[src/rtl/busdec_pkg.sv]
package busdec_pkg;
  function automatic int unsigned lg2(input int unsigned v);
    int unsigned r;
    r = 0;
    while ((32'd1 << r) < v) r++;
    return r;
  endfunction
endpackage

[src/rtl/busdec_addr.sv]
module busdec_addr #(
  parameter int unsigned AW = 16,
  parameter int unsigned NS = 3,
  parameter int unsigned BASE [NS] = '{32'h0000, 32'h0100, 32'h1000},
  parameter int unsigned SPAN [NS] = '{8, 8, 12}
) (
  input  logic             cyc,
  input  logic [AW-1:0]    adr,
  output logic [NS-1:0]    hit,
  output logic [NS*AW-1:0] off
);
  for (genvar s = 0; s < NS; s++) begin : g_win
    localparam int unsigned SP = SPAN[s];
    localparam logic [AW-1:0] MASK = AW'((64'd1 << SP) - 64'd1);
    localparam logic [AW-1:0] TAG  = AW'(BASE[s] >> SP);
    assign hit[s] = cyc && ((adr >> SP) == TAG);
    assign off[s*AW +: AW] = adr & MASK;
  end

  always_comb begin
    p_onehot_sel_r1: assert ($onehot0(hit));
    if (!cyc) begin
      p_idle_nosel_r7: assert (hit == '0);
    end
  end
endmodule

[src/rtl/busdec_groups.sv]
module busdec_groups
  import busdec_pkg::*;
#(
  parameter int unsigned MB = 4,
  parameter int unsigned AW = 16,
  localparam int unsigned LMB = lg2(MB)
) (
  input  logic [AW-1:0]             adr,
  output logic [LMB:0][MB-1:0]      grp
);
  int unsigned lo;
  always_comb begin
    lo  = 32'(adr) & (MB - 1);
    grp = '0;
    for (int w = 0; w <= int'(LMB); w++) begin
      grp[w][lo >> w] = 1'b1;
    end
  end

  always_comb begin
    for (int w = 0; w <= int'(LMB); w++) begin
      p_one_group_r4: assert ($countones(grp[w]) == 1);
    end
  end
endmodule

[src/rtl/busdec_wsteer.sv]
module busdec_wsteer #(
  parameter int unsigned MB = 4,
  parameter int unsigned WB = 2,
  localparam int unsigned NG = MB / WB
) (
  input  logic [NG-1:0]   grow,
  input  logic [MB-1:0]   m_sel,
  input  logic [MB*8-1:0] m_wdat,
  output logic [WB-1:0]   s_sel,
  output logic [WB*8-1:0] s_wdat
);
  always_comb begin
    s_sel  = '0;
    s_wdat = '0;
    for (int g = 0; g < int'(NG); g++) begin
      if (grow[g]) begin
        s_sel  = s_sel  | m_sel[g*WB +: WB];
        s_wdat = s_wdat | m_wdat[g*WB*8 +: WB*8];
      end
    end
  end

  always_comb begin
    p_group_onehot_r5: assert ($countones(grow) == 1);
  end
endmodule

[src/rtl/busdec_rmerge.sv]
module busdec_rmerge
  import busdec_pkg::*;
#(
  parameter int unsigned MB = 4,
  parameter int unsigned NS = 3,
  parameter int unsigned SLV_W [NS] = '{8, 16, 32},
  localparam int unsigned LMB = lg2(MB)
) (
  input  logic [NS-1:0]        hit,
  input  logic [LMB:0][MB-1:0] grp,
  input  logic [tot_w()-1:0]   i_rdat,
  input  logic [NS-1:0]        i_ack,
  output logic [MB*8-1:0]      m_rdat,
  output logic                 m_ack
);
  function automatic int unsigned tot_w();
    int unsigned t;
    t = 0;
    for (int i = 0; i < int'(NS); i++) t += SLV_W[i];
    return t;
  endfunction

  function automatic int unsigned woff(input int s);
    int unsigned t;
    t = 0;
    for (int i = 0; i < s; i++) t += SLV_W[i];
    return t;
  endfunction

  // Priority chains: the lowest slave index is evaluated last and wins.
  always_comb begin
    m_ack = 1'b0;
    for (int s = int'(NS) - 1; s >= 0; s--) begin
      if (hit[s]) m_ack = i_ack[s];
    end
  end

  always_comb begin
    m_rdat = '0;
    for (int l = 0; l < int'(MB); l++) begin
      for (int s = int'(NS) - 1; s >= 0; s--) begin
        int unsigned wb, lw;
        wb = SLV_W[s] / 8;
        lw = lg2(wb);
        if (hit[s] && grp[lw][l >> lw])
          m_rdat[l*8 +: 8] = i_rdat[woff(s) + (32'(l) % wb) * 8 +: 8];
      end
    end
  end

  always_comb begin
    if (hit == '0) begin
      p_quiet_unmapped_r7: assert (!m_ack && m_rdat == '0);
    end
  end
endmodule

[src/rtl/busdec_wa.sv]
module busdec_wa
  import busdec_pkg::*;
#(
  parameter int unsigned MDW = 32,
  parameter int unsigned AW  = 16,
  parameter int unsigned NS  = 3,
  parameter int unsigned SLV_W    [NS] = '{8, 16, 32},
  parameter int unsigned SLV_BASE [NS] = '{32'h0000, 32'h0100, 32'h1000},
  parameter int unsigned SLV_SPAN [NS] = '{8, 8, 12},
  localparam int unsigned MB  = MDW / 8,
  localparam int unsigned LMB = lg2(MB)
) (
  input  logic                   m_cyc,
  input  logic                   m_stb,
  input  logic                   m_we,
  input  logic [AW-1:0]          m_adr,
  input  logic [MB-1:0]          m_sel,
  input  logic [MDW-1:0]         m_wdat,
  output logic [MDW-1:0]         m_rdat,
  output logic                   m_ack,
  output logic [NS-1:0]          o_cyc,
  output logic [NS-1:0]          o_stb,
  output logic [NS-1:0]          o_we,
  output logic [NS*AW-1:0]       o_adr,
  output logic [tot_w()/8-1:0]   o_sel,
  output logic [tot_w()-1:0]     o_wdat,
  input  logic [tot_w()-1:0]     i_rdat,
  input  logic [NS-1:0]          i_ack
);
  function automatic int unsigned tot_w();
    int unsigned t;
    t = 0;
    for (int i = 0; i < int'(NS); i++) t += SLV_W[i];
    return t;
  endfunction

  function automatic int unsigned woff(input int s);
    int unsigned t;
    t = 0;
    for (int i = 0; i < s; i++) t += SLV_W[i];
    return t;
  endfunction

  logic [NS-1:0]        hit;
  logic [LMB:0][MB-1:0] grp;

  busdec_addr #(.AW(AW), .NS(NS), .BASE(SLV_BASE), .SPAN(SLV_SPAN)) u_addr (
    .cyc(m_cyc), .adr(m_adr), .hit(hit), .off(o_adr)
  );

  busdec_groups #(.MB(MB), .AW(AW)) u_grp (.adr(m_adr), .grp(grp));

  for (genvar s = 0; s < NS; s++) begin : g_slv
    localparam int unsigned WB  = SLV_W[s] / 8;
    localparam int unsigned LW  = lg2(WB);
    localparam int unsigned OFF = woff(s);
    assign o_cyc[s] = m_cyc & hit[s];
    assign o_stb[s] = m_stb & hit[s];
    assign o_we[s]  = m_we;
    busdec_wsteer #(.MB(MB), .WB(WB)) u_ws (
      .grow(grp[LW][MB/WB-1:0]), .m_sel(m_sel), .m_wdat(m_wdat),
      .s_sel(o_sel[OFF/8 +: WB]), .s_wdat(o_wdat[OFF +: SLV_W[s]])
    );
  end

  busdec_rmerge #(.MB(MB), .NS(NS), .SLV_W(SLV_W)) u_rm (
    .hit(hit), .grp(grp), .i_rdat(i_rdat), .i_ack(i_ack),
    .m_rdat(m_rdat), .m_ack(m_ack)
  );

  always_comb begin
    p_single_cycle_r1: assert ($onehot0(o_cyc));
    if (!m_stb) begin
      p_strobe_gate_r2: assert (o_stb == '0);
    end
  end
endmodule

[config.mk]
export PLATFORM = sky130hd
export DESIGN_NAME = busdec_wa
export DESIGN_NICKNAME = d
export VERILOG_FILES = /design/src/rtl/busdec_pkg.sv /design/src/rtl/busdec_addr.sv /design/src/rtl/busdec_groups.sv /design/src/rtl/busdec_wsteer.sv /design/src/rtl/busdec_rmerge.sv /design/src/rtl/busdec_wa.sv
export SDC_FILE = /design/constraint.sdc
export NUM_CORES = 1
export LEC_CHECK = 0
export BUFFER_PORTS_ARGS = -buffer_cell sky130_fd_sc_hd__buf_4
export CELL_PAD_IN_SITES_DETAIL_PLACEMENT = 1
export CELL_PAD_IN_SITES_GLOBAL_PLACEMENT = 2
export CORE_MARGIN = 5
export CORE_UTILIZATION = 14
export DETAILED_ROUTE_END_ITERATION = 10
export PLACE_DENSITY = 0.91
export SKIP_LAST_GASP = 1
export SLEW_MARGIN = 15
export SYNTH_ARGS = -nofsm -noshare
export SYNTH_HDL_FRONTEND = slang
export SYNTH_SLANG_ARGS = --single-unit
[constraint.sdc]
create_clock -name vclk -period 3.4
set_input_delay 1.02 -clock vclk [all_inputs]
set_output_delay 1.02 -clock vclk [all_outputs]
set_load 0.1 [all_outputs]
==> impl_metrics.ini <==
[cells_and_area]
clock_buffers = 0
syn2layout_area_growth_pct = 148
fillers = 1686
ff_latch_area_sq_um = 0
nets = 603
final_layout_size_suffix_gt1_share_pct = 79.3
antenna_cells = 0
multiInputGateArea_sq_mm = 0.00209
n_sequential_cell = 0

[sta]
fin_hold_ws_ps = 2040
setup_violations = 33
setup_tns_ps = -2660
period_minus_slack_ps = 3610
timing.final.crit_share_pct = 106
timing.final.max_slew_violations = 0
fin_ws_ps = -212
fmax_ghz = 0.277
hold_viol = 0
rsz0062_at_grt = true

[synthesis]
synthMuxAreaShare_pct = 14.9
yosys.area_share.simple_pct = 22.6
synth_top_area_share_pct = 31.2
synth_warnings = 0
ys_top_cells_by_area = buf_4 (31%), mux2_2 (15%), o2111ai_1 (5.0%)
synth_cells = 295
synth_area_per_cell_sq_um = 7.18
synth_top_family_by_area = buffers and inverters
yosys.cell_count.top_type = buf_4
yosysTopAreaCell = buf_4
yosys.area_share.adder_pct = 0
mappedNetlistArea_sq_mm = 0.00212
synth_xor_area_share_pct = 0
synth_top_cells_by_count = buf_4 (88), mux2_2 (28), nand3_1 (20)
synth-compound-area-share_pct = 23.8
yosysSeqAreaShare_pct = 0
ys_types = 36

[global_route]
antenna_found_initial = 0
grt_max_degree = 36
track_usage_pct = 13.5
grt_pass1_wl_um = 19400
overflow = 0
grt_pass1_vias = 3253

[power_and_ir_drop]
p_leak_nw = 2.21
peakVddDrop_mv = 0.0922
powerDensity_mw_per_mm2 = 194

[setup_path]
critPathLaunchType = input pin
path_max_fanout = 5
critPathCaptureType = output port
crit_required_ps = 2380
cp.arrival_ps = 2590
path_class = input pin to output port

[run_status]
violations = negative setup slack
status = complete, but fails checks

[place]
place_congestion = 0.792
dpl.hpwl_um = 10100
place_ws_ps = -311
io_buffers = 219

[drt]
vias_per_cell = 4.41
route.detailed.drc = 0
ant_nets = 0
vias = 2975
routed_wl_um = 13800
routedWlPerCell_um = 20.4
firstDrtPassIters = 4
drtIter0Drc = 84

[worst_hold_path]
hp-class = input pin to output port

[die]
die_area_sq_mm = 0.0177
die-height_um = 133
io_pins = 267
floorplan.initialDensity_pct = 14.1
row_count = 45
core_sq_mm = 0.0150
die_w_um = 133

[job]
drv_cap = 0

[clocking]
hold_buffers = 0
## final timing paths
check | startpoint | end | cells past startpoint
worst max-delay path | m_adr[10] | m_rdat[8] | 5
worst min-delay path | m_adr[4] | o_adr[4] | 0
## logic make-up (layout without fill, tap and decap cells)
group	after synthesis	count (layout)
buffers and inverters	123	294
muxes	28	28
other	1	20
AOI/OAI and AO/OA	64	64
and+or+nand+nor	79	81
## per-layer routing
layer / share of wire, % / track usage, % / vias to the layer above
li1: - / - / 1352
met1: 39 / 16.2 / 1452
met2: 53 / 25.3 / 148
met3: 6.3 / 1.94 / 23
met4: 2.4 / 3.18 / 0
met5: 0 / 0 / -
## worst max-delay path, cell delays in order
cell	delay [ps]
buf_8	100
or4_4	600
a2111o_1	420
a22oi_2	240
buf_12	210
## layout make-up
class	instances	share of cell area, %
timing repair buffer	286	55.1
multi-input combinational	193	39.9
tap	188	4.48
inverter	8	0.596
## stage by stage
step	total power [mW]	util, %	cell area [sq um]	cells
2_1_floorplan	0.861	-	2620	314
3_3_place_gp	0.940	27.2	4090	649
3_5_place_dp	0.949	27.2	4090	649
4_1_cts	0.994	32.6	4890	660
5_1_grt	1.05	34.9	5250	675
6_report	1.02	34.9	5250	675
## placed cells by master, fill, tap and decap left out, drive strengths merged
cell type | synthesis | routed
conb | 1 | 20
a2bb2oi | 6 | 6
nor2 | 1 | 1
nor4 | 4 | 4
or4b | 1 | 1
and3b | 1 | 1
nand2 | 16 | 16
o21a | 4 | 4
clkinv | 1 | 1
o211ai | 6 | 6
a211oi | 4 | 4
nand4 | 3 | 3
o41ai | 1 | 1
nand3 | 20 | 20
buf | 96 | 285
a21oi | 11 | 11
o2111ai | 12 | 12
nand3b | 5 | 5
nand2b | 2 | 2
mux2 | 28 | 28
inv | 7 | 7
clkbuf | 19 | 1
a211o | 4 | 4
nor4b | 1 | 1
and4 | 1 | 1
and2 | 16 | 16
or4 | 1 | 3
a22oi | 12 | 12
and3 | 2 | 2
nor3 | 1 | 1
a2111o | 4 | 4
nor3b | 4 | 4
## power by group
| group | leakage (nW) | internal, mW | switching (mW) |
|---|---|---|---|
| Combinational | 2.21 | 0.279 | 0.741 |
| Sequential | 0 | 0 | 0 |
| Clock | 0 | 0 | 0 |
| Total | 2.21 | 0.279 | 0.741 |
## repair_timing
action | CTS | global route
setup buffers | 4 | 17
pin swaps | 21 | 39
resized for setup | 136 | 54
cloned | 7 | 1
endpoints found under the setup margin | 40 | 37
(Power assumes the default switching activity.)
